[src/rtl/pack_buf_pkg.sv]
// Shared types for the byte-packing buffer.
// Assumes: one operation is chosen per clock by pack_buf_sel.
package pack_buf_pkg;

    typedef enum logic [2:0] {
        OP_IDLE,
        OP_WR16,
        OP_WR8,
        OP_READ,
        OP_POP,
        OP_PUSH
    } buf_op_e;

endpackage

[src/rtl/pack_buf_sel.sv]
// Operation selector: turns the five strobes into one operation per cycle.
// Assumes strobes are single-cycle and synchronous to clk.
module pack_buf_sel
    import pack_buf_pkg::*;
(
    input  logic    wr_en,
    input  logic    wr_byte,
    input  logic    rd_en,
    input  logic    tx_pop,
    input  logic    rx_push,
    output buf_op_e op
);

    // Fixed priority: host write, host read, engine pop, engine push.
    always_comb begin
        if (wr_en)        op = wr_byte ? OP_WR8 : OP_WR16;
        else if (rd_en)   op = OP_READ;
        else if (tx_pop)  op = OP_POP;
        else if (rx_push) op = OP_PUSH;
        else              op = OP_IDLE;
    end

endmodule

[src/rtl/pack_buf_store.sv]
// Shift-register storage with transmit and receive byte counts.
// Writes shift in from lane 0 upward; pops take the byte at index count-1;
// pushes fill at index rx count; reads consume lanes 1:0.
// Assumes BUF_BYTES >= 3 and one op per cycle.
module pack_buf_store
    import pack_buf_pkg::*;
#(
    parameter int BUF_BYTES = 4,
    parameter int CNT_W     = $clog2(BUF_BYTES + 1)
) (
    input  logic             clk,
    input  logic             rst_n,
    input  buf_op_e          op,
    input  logic             big_order,
    input  logic [15:0]      wr_data,
    input  logic [7:0]       rx_byte,
    output logic [CNT_W-1:0] tx_cnt,
    output logic [CNT_W-1:0] rx_cnt,
    output logic [7:0]       tx_byte,
    output logic [15:0]      rd_data,
    output logic             wr_ok,
    output logic             wr_fills,
    output logic             pop_room,
    output logic             rd_any,
    output logic             rd_single,
    output logic             rd_empties,
    output logic             push_ok
);

    localparam int BUF_W = BUF_BYTES * 8;
    localparam int IDX_W = $clog2(BUF_BYTES);
    localparam int LIMIT = BUF_BYTES - 2;

    logic [BUF_W-1:0] buf_q, buf_d, push_buf;
    logic [CNT_W-1:0] tx_q, tx_d, rx_q, rx_d;
    logic [7:0]       lane [BUF_BYTES];
    logic [15:0]      word_in;

    // Byte lanes of the register and the push-updated image, one per lane.
    for (genvar i = 0; i < BUF_BYTES; i++) begin : g_lane
        assign lane[i] = buf_q[i*8 +: 8];
        assign push_buf[i*8 +: 8] = (rx_q == CNT_W'(i)) ? rx_byte : buf_q[i*8 +: 8];
    end

    // Host word mapped onto lanes 1:0 according to the byte order input.
    assign word_in = big_order ? wr_data : {wr_data[7:0], wr_data[15:8]};

    // Read view of lanes 1:0 in host order.
    assign rd_data = big_order ? {lane[0], lane[1]} : {lane[1], lane[0]};

    // Oldest pending transmit byte.
    assign tx_byte = (tx_q != '0) ? lane[IDX_W'(tx_q - CNT_W'(1))] : 8'h00;

    // Next-state computation for buffer and counts.
    always_comb begin
        buf_d = buf_q;
        tx_d  = tx_q;
        rx_d  = rx_q;
        unique case (op)
            OP_WR16: if (tx_q <= CNT_W'(LIMIT)) begin
                buf_d = {buf_q[BUF_W-17:0], word_in};
                tx_d  = tx_q + CNT_W'(2);
            end
            OP_WR8: if (tx_q <= CNT_W'(LIMIT)) begin
                buf_d = {buf_q[BUF_W-9:0], wr_data[7:0]};
                tx_d  = tx_q + CNT_W'(1);
            end
            OP_READ: begin
                if (rx_q > CNT_W'(2)) buf_d = buf_q >> 16;
                if (rx_q == CNT_W'(1))      rx_d = '0;
                else if (rx_q != '0)        rx_d = rx_q - CNT_W'(2);
            end
            OP_POP:  if (tx_q != '0) tx_d = tx_q - CNT_W'(1);
            OP_PUSH: if (rx_q < CNT_W'(BUF_BYTES)) begin
                buf_d = push_buf;
                rx_d  = rx_q + CNT_W'(1);
            end
            default: ;
        endcase
    end

    // Event strobes consumed by the flag logic.
    assign wr_ok      = (op == OP_WR16 || op == OP_WR8) && (tx_q <= CNT_W'(LIMIT));
    assign wr_fills   = wr_ok && (tx_d > CNT_W'(LIMIT));
    assign pop_room   = (op == OP_POP) && (tx_q != '0) && (tx_d <= CNT_W'(LIMIT));
    assign rd_any     = (op == OP_READ);
    assign rd_single  = rd_any && (rx_q == CNT_W'(1));
    assign rd_empties = rd_any && (rx_q != '0) && (rx_d == '0);
    assign push_ok    = (op == OP_PUSH) && (rx_q < CNT_W'(BUF_BYTES));

    // State registers with synchronous reset.
    always_ff @(posedge clk) begin
        if (!rst_n) begin
            buf_q <= '0;
            tx_q  <= '0;
            rx_q  <= '0;
        end else begin
            buf_q <= buf_d;
            tx_q  <= tx_d;
            rx_q  <= rx_d;
        end
    end

    assign tx_cnt = tx_q;
    assign rx_cnt = rx_q;

    // transmit count never exceeds the buffer size.
    p_tx_range_r2: assert property (@(posedge clk) disable iff (!rst_n)
        tx_q <= CNT_W'(BUF_BYTES));

    // a write beyond the threshold leaves the transmit count alone.
    p_reject_r3: assert property (@(posedge clk) disable iff (!rst_n)
        ((op == OP_WR16 || op == OP_WR8) && tx_q > CNT_W'(LIMIT)) |=> $stable(tx_q));

    // a pop on a non-empty transmit side lowers the count by one.
    p_pop_dec_r5: assert property (@(posedge clk) disable iff (!rst_n)
        (op == OP_POP && tx_q != '0) |=> (tx_q == $past(tx_q) - CNT_W'(1)));

    // receive count never exceeds the buffer size.
    p_rx_range_r6: assert property (@(posedge clk) disable iff (!rst_n)
        rx_q <= CNT_W'(BUF_BYTES));

    // a read of an empty receive side leaves the buffer untouched.
    p_rd_empty_r9: assert property (@(posedge clk) disable iff (!rst_n)
        (op == OP_READ && rx_q == '0) |=> ($stable(buf_q) && rx_q == '0));

endmodule

[src/rtl/pack_buf_flags.sv]
// Status flags of the buffer, driven by event strobes from pack_buf_store.
// Assumes the strobes describe the operation performed this cycle.
module pack_buf_flags #(
    parameter int CNT_W = 3
) (
    input  logic             clk,
    input  logic             rst_n,
    input  logic [CNT_W-1:0] rx_cnt,
    input  logic             wr_ok,
    input  logic             wr_fills,
    input  logic             pop_room,
    input  logic             rd_any,
    input  logic             rd_single,
    input  logic             rd_empties,
    input  logic             push_ok,
    input  logic             udf_set,
    input  logic             ovr_set,
    input  logic             ack_single,
    output logic             single_flag,
    output logic             tx_ready,
    output logic             rx_ready,
    output logic             udf_flag,
    output logic             ovr_flag
);

    // Flag registers: clear-on-event and set-on-event, synchronous reset.
    always_ff @(posedge clk) begin
        if (!rst_n) begin
            single_flag <= 1'b0;
            tx_ready    <= 1'b0;
            rx_ready    <= 1'b0;
            udf_flag    <= 1'b0;
            ovr_flag    <= 1'b0;
        end else begin
            if (rd_single)       single_flag <= 1'b1;
            else if (ack_single) single_flag <= 1'b0;

            if (wr_fills)        tx_ready <= 1'b0;
            else if (pop_room)   tx_ready <= 1'b1;

            if (push_ok)         rx_ready <= 1'b1;
            else if (rd_empties) rx_ready <= 1'b0;

            if (wr_ok)           udf_flag <= 1'b0;
            else if (udf_set)    udf_flag <= 1'b1;

            if (rd_any)          ovr_flag <= 1'b0;
            else if (ovr_set)    ovr_flag <= 1'b1;
        end
    end

    // a single-byte read raises the flag on the next cycle.
    p_single_r8: assert property (@(posedge clk) disable iff (!rst_n)
        rd_single |=> single_flag);

    // receive-ready is never shown over an empty receive side.
    p_rxrdy_empty_r10: assert property (@(posedge clk) disable iff (!rst_n)
        (rx_cnt == '0) |-> !rx_ready);

    // an accepted write leaves underflow cleared.
    p_udf_clr_r12: assert property (@(posedge clk) disable iff (!rst_n)
        wr_ok |=> !udf_flag);

endmodule

[src/rtl/pack_buf.sv]
// Top of the byte-packing buffer: selector, storage and flags.
// Assumes the host word is 16 bits and the engine side is byte wide.
module pack_buf
    import pack_buf_pkg::*;
#(
    parameter int BUF_BYTES = 4,
    parameter int CNT_W     = $clog2(BUF_BYTES + 1)
) (
    input  logic             clk,
    input  logic             rst_n,
    input  logic             big_order,
    input  logic             wr_en,
    input  logic             wr_byte,
    input  logic [15:0]      wr_data,
    input  logic             rd_en,
    output logic [15:0]      rd_data,
    input  logic             tx_pop,
    output logic [7:0]       tx_byte,
    input  logic             rx_push,
    input  logic [7:0]       rx_byte,
    input  logic             udf_set,
    input  logic             ovr_set,
    input  logic             ack_single,
    output logic [CNT_W-1:0] tx_count,
    output logic [CNT_W-1:0] rx_count,
    output logic             single_flag,
    output logic             tx_ready,
    output logic             rx_ready,
    output logic             udf_flag,
    output logic             ovr_flag
);

    buf_op_e op;
    logic wr_ok, wr_fills, pop_room, rd_any, rd_single, rd_empties, push_ok;

    pack_buf_sel u_sel (
        .wr_en   (wr_en),
        .wr_byte (wr_byte),
        .rd_en   (rd_en),
        .tx_pop  (tx_pop),
        .rx_push (rx_push),
        .op      (op)
    );

    pack_buf_store #(.BUF_BYTES(BUF_BYTES), .CNT_W(CNT_W)) u_store (
        .clk        (clk),
        .rst_n      (rst_n),
        .op         (op),
        .big_order  (big_order),
        .wr_data    (wr_data),
        .rx_byte    (rx_byte),
        .tx_cnt     (tx_count),
        .rx_cnt     (rx_count),
        .tx_byte    (tx_byte),
        .rd_data    (rd_data),
        .wr_ok      (wr_ok),
        .wr_fills   (wr_fills),
        .pop_room   (pop_room),
        .rd_any     (rd_any),
        .rd_single  (rd_single),
        .rd_empties (rd_empties),
        .push_ok    (push_ok)
    );

    pack_buf_flags #(.CNT_W(CNT_W)) u_flags (
        .clk         (clk),
        .rst_n       (rst_n),
        .rx_cnt      (rx_count),
        .wr_ok       (wr_ok),
        .wr_fills    (wr_fills),
        .pop_room    (pop_room),
        .rd_any      (rd_any),
        .rd_single   (rd_single),
        .rd_empties  (rd_empties),
        .push_ok     (push_ok),
        .udf_set     (udf_set),
        .ovr_set     (ovr_set),
        .ack_single  (ack_single),
        .single_flag (single_flag),
        .tx_ready    (tx_ready),
        .rx_ready    (rx_ready),
        .udf_flag    (udf_flag),
        .ovr_flag    (ovr_flag)
    );

endmodule

[config.mk]
export PLATFORM = sky130hd
export DESIGN_NAME = pack_buf
export DESIGN_NICKNAME = d
export VERILOG_FILES = /design/src/rtl/pack_buf_pkg.sv /design/src/rtl/pack_buf_sel.sv /design/src/rtl/pack_buf_store.sv /design/src/rtl/pack_buf_flags.sv /design/src/rtl/pack_buf.sv
export SDC_FILE = /design/constraint.sdc
export NUM_CORES = 1
export LEC_CHECK = 0
export ABC_AREA = 1
export CAP_MARGIN = 20
export CELL_PAD_IN_SITES_DETAIL_PLACEMENT = 1
export CELL_PAD_IN_SITES_GLOBAL_PLACEMENT = 1
export CORE_MARGIN = 1
export CORE_UTILIZATION = 37
export CTS_BUF_LIST = sky130_fd_sc_hd__clkbuf_8 sky130_fd_sc_hd__clkbuf_16
export CTS_CLUSTER_DIAMETER = 40
export DETAILED_ROUTE_END_ITERATION = 8
export GPL_ROUTABILITY_DRIVEN = 0
export GPL_TIMING_DRIVEN = 1
export PLACE_DENSITY_LB_ADDON = 0.12
export SETUP_SLACK_MARGIN = 0.2
export SYNTH_ARGS = -nofsm -noshare
export SYNTH_HDL_FRONTEND = slang
export SYNTH_HIERARCHICAL = 1
export SYNTH_SLANG_ARGS = --single-unit
export TNS_END_PERCENT = 100
[constraint.sdc]
create_clock -name clk -period 5.9 [get_ports clk]
set_clock_uncertainty 0.1 [all_clocks]
set_input_delay 1.18 -clock clk [delete_from_list [all_inputs] [get_ports clk]]
set_output_delay 1.18 -clock clk [all_outputs]
set_load 0.02 [all_outputs]
---- Word level (Yosys, flattened, before mapping) ----
Cells that the tools add are included.
word-level totals
  register bits after elaboration ......... 43
  input port bits ......................... 35
cells by class
  add/sub/neg operators ................... 5
  magnitude comparators ................... 6
  eq/ne operators ......................... 16
  multiplexer cells ....................... 32
  bitwise operators ....................... 2
  reductions and logical operators ........ 23
operators by type and width
  kind                 number
  $mux 32              4
  $pmux 32 s4          1
  $mux 8               7
  $mux 16              2
  $mux 3               10
  $reduce_and 6->1     4
  $bmux 8 s2           1
  $ne 2x1->1 const B   7
  $eq 3x2->1 const B   4
  $pmux 3 s3           1
  $logic_and 1x1->1    8
  $add 3x1->3 const B  2
  $eq 3x1->1 const B   2
  $eq 3x3->1 const B   2
  $gt 3x2->1 const B   2
  $le 3x2->1 const B   2
  $logic_not 3->1      2
  $pmux 3 s2           1
  $reduce_bool 3->1    2
  $reduce_or 2->1      3
  $mux 1               4
  $reduce_bool 2->1    2
  $reduce_bool 4->1    1
  $add 3x2->3 const B  1
  other kinds (9)      9

---- Logic depth before layout (Yosys ltp) ----
Gate-level depths: netlist of the first run.
  depth in word-level cells ............... 10
  depth in mapped cells ................... 16
  mapped depth without buffers ............ 16

---- Hierarchy ----
Netlist of the first run, hierarchy kept.
modules (own cells, without submodules)
  module          times used  cells an instance  area an instance (um^2)  sequential area each (um^2)
  pack_buf_store  1           538                3070.4                   760.7
  pack_buf_flags  1           20                 177.7                    100.1
  pack_buf_sel    1           9                  42.5                     0.0

---- Worst setup path after synthesis of the first run ----
Ideal clock, no wire load.
  path kind ............................... reg-to-output
  from .................................... reg u_store.tx_q[0] (netlist: u_store/tx_cnt[0])
  to ...................................... out tx_byte[0]
  arrival time ............................ 2293 ps
  required time ........................... 4620 ps
  path slack .............................. 2327 ps
  cell stages (with the launch flop) ...... 10
  path buffers ............................ 3
  cells stage by stage .................... dfxtp_1 buf_2 clkinv_1 clkbuf_1 ha_1 buf_2 clkinv_1 a21oi_1 o21ai_0 a21oi_1
between the ends
  longest elaborated chain between the ends .. 6
  elaborated cells between the ends (all ways) .. 7
ends and longest elaborated chain
  item                                        RTL line              RTL
  start: declaration                          pack_buf_store.sv:35  logic [CNT_W-1:0] tx_q, tx_d, rx_q, rx_d;
  start signal: assignment                    pack_buf_store.sv:99  tx_q <= tx_d;
  $sub 3x1->3                                 pack_buf_store.sv:52  assign tx_byte = (tx_q != '0) ? lane[IDX_W'(tx_q - CNT_W'(1))] : 8'h00;
  $not 2->3 (implied by the code)             pack_buf_store.sv:52
  $bmux 8 s2                                  pack_buf_store.sv:52
  $mux 8 (implied by the code) (2 in series)  pack_buf_store.sv:52
  $mux 8 (*)                                  pack_buf_store.sv:52
  end: declaration                            pack_buf.sv:18        output logic [7:0] tx_byte,
Every way passes the cells marked *; elsewhere a longest branch is shown, timed or not. The select of a mux whose other input is x is not followed.

---- Worst setup path in the final report of the first run ----
  from .................................... reg u_store.tx_q[0] (netlist: u_store/tx_cnt[0])
  to ...................................... out tx_byte[6]
Same word-level chain as after synthesis.

==> insert_results.sql, run 1 <==
INSERT INTO impl_metrics (metric_group, metric, value, unit) VALUES
('sta', 'fmax', '0.2119', 'GHz'),
('final_layout', 'fill_cells', '1236', ''),
('clocking', 'holdBufCountCts', '0', ''),
('synthesis', 'synth_area', '3291', 'um2'),
('global_routing', 'globalRouteTotalUtil', '0.2726', ''),
('detailed_routing', 'met3_length', '665', 'um'),
('detailed_routing', 'finalWirelength', '12050', 'um'),
('place', 'place.port_buffers', '69', ''),
('synthesis', 'yosysMostFrequentCell', 'sky130_fd_sc_hd__nand2_1', ''),
('critical_path', 'setup.worst_path.start_class', 'register', ''),
('synthesis', 'synthArstFlopShare', '0', ''),
('clocking', 'cts_buffer_depth', '2', ''),
('critical_path', 'worst_ep_required_time', '4.62', 'ns'),
('global_routing', 'grt_antenna_before_repair', '0', ''),
('synthesis', 'number_of_flops_mapped_to_enable_cells_by_yosys', '0', ''),
('detailed_routing', 'top_layer_used', 'met4', ''),
('critical_path', 'worstPathArrival', '3.44', 'ns'),
('critical_path', 'timing.setup.critical_path_class', 'reg2out', ''),
('sta', 'worstMarginPinSlew', '0.9314', 'ns'),
('detailed_routing', 'viasPerCell', '5.344', ''),
('final_layout', 'multi_input_area', '2101', 'um2'),
('sta', 'finalSetupTns', '0', 'ns'),
('sta', 'post_layout_min_period', '4.720', 'ns'),
('power', 'powerDensity', '264.6', 'nW/um2'),
('critical_path', 'reg2reg_slack', '2.86', 'ns'),
('floorplanning', 'core-area', '8678', 'um2'),
('critical_path', 'timing.critical_path.to_type', 'output port', ''),
('run_status', 'outcome', 'complete, no violations', ''),
('sta', 'slew_viol_final', '0', ''),
('power', 'leakage_power_figure', '1.805', 'nW'),
('clocking', 'cts.repair.resized', '0', ''),
('clocking', 'clk_pin_slew', '0.09', 'ns'),
('final_layout', 'design.final.nets', '663', ''),
('floorplanning', 'ioPinCount', '70', ''),
('synthesis', 'avgSynthCellArea', '5.804', 'um2'),
('detailed_routing', 'detailedRoute.firstIterationViolations', '138', ''),
('synthesis', 'syn_inst', '567', ''),
('floorplanning', 'die_area', '9275', 'um2'),
('global_routing', 'grt_start_max_net_pins', '50', ''),
('final_layout', 'regArea', '860.8', 'um2'),
('synthesis', 'syn_warnings', '6', ''),
('sta', 'slew_headroom', '0.3791', ''),
('detailed_routing', 'vias_after_detailed_routing', '3896', ''),
('final_layout', 'finished_layout_cells', '729', ''),
('global_routing', 'global_route_wire_length_before_repair', '19050', 'um'),
('synthesis', 'synth_top_cell_by_area', 'sky130_fd_sc_hd__dfxtp_1', ''),
('detailed_routing', 'wl_met2', '6119', 'um'),
('synthesis', 'seq_total_area_yosys', '0.2616', ''),
('synthesis', 'yosys_register_bits', '43', ''),
('synthesis', 'post_synth_num_cell_types', '32', ''),
('job', 'maxCapViolations', '0', ''),
('sta', 'finalSetupViolCount', '0', ''),
('clocking', 'cts_made_buffers', '5', ''),
('sta', 'rsz0062_at_grt', 'false', ''),
('clocking', 'level_count_of_the_clock_h_tree', '2', ''),
('place', 'dpl.hpwl', '8535', 'um'),
('final_layout', 'fin_area', '4088', 'um2'),
('floorplanning', 'floorplan.die.height', '96.31', 'um'),
('clocking', 'clk_latency', '0.30', 'ns'),
('place', 'detailed_place.area', '4006', 'um2'),
('clocking', 'count_of_buffers_added_by_post_cts_timing_repair_for_setup', '0', ''),
('clocking', 'root_buffer', 'sky130_fd_sc_hd__clkbuf_8', ''),
('detailed_routing', 'remaining_drc_errors', '0', ''),
('detailed_routing', 'antenna_violating_nets_post_route', '0', ''),
('synthesis', 'synth_top_cells_by_area', 'sky130_fd_sc_hd__dfxtp_1 (26%), sky130_fd_sc_hd__nand2_1 (20%), sky130_fd_sc_hd__nor2_1 (11%), sky130_fd_sc_hd__a21oi_1 (7.9%), sky130_fd_sc_hd__o21ai_0 (7.8%)', ''),
('hold_path', 'timing.hold.worst.class', 'reg2reg', ''),
('final_layout', 'antenna_cells', '0', ''),
('final_layout', 'layout-area-overhead-vs-synth', '24.22', '%'),
('global_routing', 'via_count_of_the_first_global_routing_pass', '3866', ''),
('power', 'worst_ir_drop_vdd', '99.86', 'uV'),
('synthesis', 'synth.top_cell.area_share', '0.2616', '');
## flip-flops by register name, summed over array words and instances, names as in the netlist
name                 count
u_flags/rx_ready         1
u_store/rx_cnt           3
u_store/buf_q           32
u_store/tx_cnt           3
u_flags/tx_ready         1
u_flags/ovr_flag         1
u_flags/single_flag      1
u_flags/udf_flag         1
## area by class of cell
| class | instances | area share |
|---|---|---|
| sequential | 43 | 0.2106 |
| timing repair buffer | 71 | 0.1702 |
| tap | 108 | 0.03306 |
| multi-input combinational | 442 | 0.5139 |
| inverter | 57 | 0.05234 |
| clock inverter | 3 | 0.003061 |
| clock buffer | 5 | 0.01684 |
## critical path, stage by stage, from the launching register on
cell and delay, ns:
sky130_fd_sc_hd__dfxtp_1 0.75, sky130_fd_sc_hd__clkinv_1 0.23, sky130_fd_sc_hd__ha_1 0.56, sky130_fd_sc_hd__clkinv_1 0.42, sky130_fd_sc_hd__a21oi_1 0.23, sky130_fd_sc_hd__o21ai_0 0.11
sky130_fd_sc_hd__a21oi_1 0.20, sky130_fd_sc_hd__clkdlybuf4s50_1 0.65
## path summary, 6_finish.rpt
| check | startpoint | end | cells past startpoint |
|---|---|---|---|
| setup / recovery | u_store/tx_cnt[0] | tx_byte[6] | 7 |
| hold / removal | u_flags/rx_ready | u_flags/rx_ready | 2 |
| setup reg to reg | u_store/tx_cnt[0] | u_flags/tx_ready | 12 |
| hold reg to reg | u_flags/rx_ready | u_flags/rx_ready | 2 |
## cell families (layout without fill, tap and decap cells)
family / after synthesis / in the layout / share of synthesized area
and+or+nand+nor: 300 / 300 / 0.3722
AOI/OAI and AO/OA: 124 / 124 / 0.2061
buffers and inverters: 82 / 136 / 0.1000
DFF: 43 / 43 / 0.2616
adders and majority gates: 8 / 8 / 0.03042
muxes: 8 / 8 / 0.02434
xor gates and xnor gates: 2 / 2 / 0.005324
## cells in the final DEF (no fill, tap or decap), drive strengths merged, types with 3 or more instances in the layout
cell type,instances
ha,8
nand3,17
nand4,3
a21oi,53
buf,4
o211ai,8
nand2,174
clkbuf,5
clkdlybuf4s50,67
o21ai,55
dfxtp,43
clkinv,5
o2111ai,5
inv,55
nor2,101
nor3,4
mux2i,8
## per-layer routing
metal | GRT usage | vias up
li1 | - | 1917
met1 | 0.3302 | 1849
met2 | 0.5006 | 114
met3 | 0.03239 | 16
met4 | 0.07966 | 0
met5 | 0 | -
## stage by stage
step | worst slack [ns] | util | hold slack, ns | power (W)
floorplan | 2.327 | - | 0.3550 | 0.0006977
global placement | 1.702 | 0.4616 | 0.3499 | 0.0008727
detailed placement | 1.552 | 0.4616 | 0.3629 | 0.0008907
CTS | 1.194 | 0.4710 | 0.3772 | 0.001082
global route | 0.9821 | 0.4710 | 0.3933 | 0.001157
finish | 1.180 | 0.4710 | 0.3732 | 0.001082
## power breakdown
part / total, W / switching, W / internal, W
clock network: 0.000191 / 0.000111 / 0.0000801
registers: 0.000375 / 0.0000424 / 0.000332
logic: 0.000516 / 0.000328 / 0.000188
total: 0.00108 / 0.000481 / 0.000600
Note: power is estimated with default switching activity, not from simulation.
==> run 2, diff against run 1 <==
CORE_UTILIZATION = 31   (was 37)
clock period = 4.05 ns   (was 5.9 ns; I/O delays follow)
==> run 2 against run 1 <==
- worst hold slack got worse by 0.0054 ns
- power grew 52%
- clock-buffer cell count unchanged
- clock power up 77%
- largest cell class unchanged
- largest power group unchanged
==> insert_results.sql, run 2 (synthesis gave the netlist of run 1 again) <==
INSERT INTO impl_metrics (metric_group, metric, value, unit) VALUES
('final_layout', 'largest_reg_flops', '32', ''),
('sta', 'final_critical_path_setup_slack', '0.4701', 'ns'),
('clocking', 'cts_num_sinks', '43', ''),
('floorplanning', 'initial_standard_cell_utilization_of_the_core', '0.3187', ''),
('detailed_routing', 'vias_after_detailed_routing', '3876', ''),
('sta', 'rsz0062_at_grt', 'false', ''),
('run_status', 'outcome', 'complete, no violations', ''),
('floorplanning', 'ioPinCount', '70', ''),
('critical_path', 'timing.critical_path.to_type', 'output port', ''),
('critical_path', 'critPathMaxStageDelay', '0.65', 'ns'),
('final_layout', 'design.final.nets', '674', ''),
('final_layout', 'fill_cells', '1389', ''),
('global_routing', 'globalRouteTotalUtil', '0.2313', ''),
('clocking', 'cts_tree', 'done', ''),
('detailed_routing', 'detailedRoute.firstIterationViolations', '121', ''),
('sta', 'layout_worst_path_cycle_share', '0.8839', ''),
('sta', 'slew_viol_final', '0', ''),
('power', 'powerDensity', '389.3', 'nW/um2'),
('detailed_routing', 'viasPerCell', '5.053', ''),
('floorplanning', 'die_width', '105.0', 'um'),
('job', 'maxCapViolations', '0', ''),
('power', 'worst_ir_drop_vdd', '138.2', 'uV'),
('clocking', 'clk_pin_slew', '0.08', 'ns'),
('critical_path', 'critical_path.max_fanout', '9', ''),
('detailed_routing', 'antenna_violating_nets_post_route', '0', ''),
('clocking', 'cts_made_buffers', '5', ''),
('clocking', 'level_count_of_the_clock_h_tree', '2', ''),
('floorplanning', 'floorplan.die.height', '105.0', 'um'),
('detailed_routing', 'avgRoutedWirePerCell', '15.90', 'um'),
('final_layout', 'mostFrequentLayoutCells', 'sky130_fd_sc_hd__nand2_1 (173), sky130_fd_sc_hd__nor2_1 (96), sky130_fd_sc_hd__clkdlybuf4s50_1 (68), sky130_fd_sc_hd__a21oi_1 (52), sky130_fd_sc_hd__o21ai_0 (51)', ''),
('global_routing', 'via_count_of_the_first_global_routing_pass', '3901', ''),
('critical_path', 'cp_common_cell', 'sky130_fd_sc_hd__a21oi_1', ''),
('final_layout', 'layout.cells.most_common', 'sky130_fd_sc_hd__nand2_1', ''),
('final_layout', 'finished_layout_cells', '767', ''),
('place', 'detailed_place.area', '4129', 'um2'),
('sta', 'final-hold-violation-count', '0', ''),
('final_layout', 'layout-area-overhead-vs-synth', '28.59', '%'),
('global_routing', 'grt_start_max_net_pins', '26', ''),
('place', 'dpl.hpwl', '8915', 'um'),
('critical_path', 'timing.setup.critical_path_class', 'reg2out', ''),
('sta', 'post_layout_min_period', '3.580', 'ns'),
('power', 'fin_total_pwr', '0.001647', 'W'),
('detailed_routing', 'remaining_drc_errors', '0', ''),
('critical_path', 'path_cells', 'inv_1 -> ha_1 -> clkinv_1 -> a21oi_1 -> o21ai_0 -> a21oi_1 -> clkdlybuf4s50_1', ''),
('power', 'leakage_power_figure', '1.865', 'nW'),
('place', 'place.port_buffers', '69', ''),
('critical_path', 'worstPathArrival', '2.67', 'ns'),
('floorplanning', 'total_number_of_placement_rows', '37', ''),
('detailed_routing', 'finalWirelength', '12200', 'um'),
('clocking', 'cts.repair.resized', '0', ''),
('sta', 'slew_headroom', '0.5994', ''),
('floorplanning', 'die_area', '11030', 'um2'),
('sta', 'fmax', '0.2793', 'GHz'),
('clocking', 'count_of_buffers_added_by_post_cts_timing_repair_for_setup', '0', ''),
('clocking', 'clk_latency', '0.30', 'ns'),
('final_layout', 'layout-drive-gt1-share', '0.06339', ''),
('critical_path', 'cpMaxStageDelayCell', 'sky130_fd_sc_hd__clkdlybuf4s50_1', ''),
('critical_path', 'setup.worst_path.start_class', 'register', ''),
('sta', 'finalSetupTns', '0', 'ns'),
('detailed_routing', 'drt_first_pass_iters', '4', ''),
('sta', 'worstMarginPinSlew', '0.5990', 'ns'),
('global_routing', 'grt_overflow_total', '0', ''),
('global_routing', 'grt_antenna_before_repair', '0', ''),
('clocking', 'root_buffer', 'sky130_fd_sc_hd__clkbuf_8', ''),
('final_layout', 'antenna_cells', '0', ''),
('hold_path', 'timing.hold.worst.class', 'reg2reg', ''),
('clocking', 'holdBufCountCts', '0', ''),
('final_layout', 'fin_area', '4232', 'um2'),
('final_layout', 'multi_input_area', '2101', 'um2'),
('critical_path', 'worst_ep_required_time', '3.14', 'ns'),
('sta', 'finalSetupViolCount', '0', ''),
('place', 'placement.setup.worst_slack', '0.6930', 'ns'),
('floorplanning', 'core-area', '10320', 'um2'),
('final_layout', 'regArea', '860.8', 'um2'),
('global_routing', 'global_route_wire_length_before_repair', '20200', 'um'),
('place', 'placed_cells_incl_taps', '760', ''),
('clocking', 'cts_buffer_depth', '2', ''),
('final_layout', 'top_register', 'u_store/buf_q', '');
==> run 2: cell types whose count changed in the layout (fill, tap and decap cells not counted) <==
| cell | previous run | this run |
|---|---|---|
| sky130_fd_sc_hd__bufinv_16 | 0 | 1 |
| sky130_fd_sc_hd__clkinv_2 | 1 | 0 |
| sky130_fd_sc_hd__clkdlybuf4s50_1 | 67 | 68 |
| sky130_fd_sc_hd__buf_4 | 2 | 13 |
| sky130_fd_sc_hd__inv_1 | 48 | 47 |
| sky130_fd_sc_hd__buf_2 | 2 | 1 |
==> run 2: layout make-up <==
| class | instances | area share |
|---|---|---|
| inverter | 57 | 0.05056 |
| multi-input combinational | 442 | 0.4965 |
| clock inverter | 2 | 0.007983 |
| timing repair buffer | 82 | 0.1851 |
| tap | 136 | 0.04021 |
| clock buffer | 5 | 0.01626 |
| sequential | 43 | 0.2034 |
==> run 2: power by group <==
part	internal (W)	switching, W	leakage, nW
clock	0.000179	0.000161	0.0554
sequential	0.000484	0.0000538	0.355
combinational	0.000285	0.000485	1.45
total	0.000948	0.000699	1.86
==> run 2: critical path: cells and delay by family, from the launching register on <==
kind | cells | cell delay (ns)
AO/OA/AOI/OAI | 3 | 0.54
adder cells (fa/ha/maj) | 1 | 0.32
flip-flops | 1 | 0.44
buffers and inverters | 3 | 1.09
==> run 2: path summary, 6_finish.rpt <==
kind         slack, ns  cells after the start               from          endpoint
max               0.47                      7  u_store/tx_cnt[1]        tx_byte[6]
min               0.37                      2   u_flags/rx_ready  u_flags/rx_ready
max reg2reg       1.79                     13  u_store/tx_cnt[1]  u_flags/tx_ready
min reg2reg       0.37                      2   u_flags/rx_ready  u_flags/rx_ready
==> run 2: metrics by stage <==
| stage | hold WS (ns) | util |
|---|---|---|
| 2_1_floorplan | 0.3550 | - |
| 3_3_place_gp | 0.3556 | 0.4000 |
| 3_5_place_dp | 0.3559 | 0.4000 |
| 4_1_cts | 0.3700 | 0.4099 |
| 5_1_grt | 0.3847 | 0.4099 |
| 6_report | 0.3678 | 0.4099 |
==> run 2: layer usage <==
metal,global-route usage,up-vias,share of wire
met2,0.4139,77,0.49
met1,0.2963,1843,0.46
li1,-,1944,-
met4,0.05131,0,0.013
met3,0.02558,12,0.036
met5,0,-,0
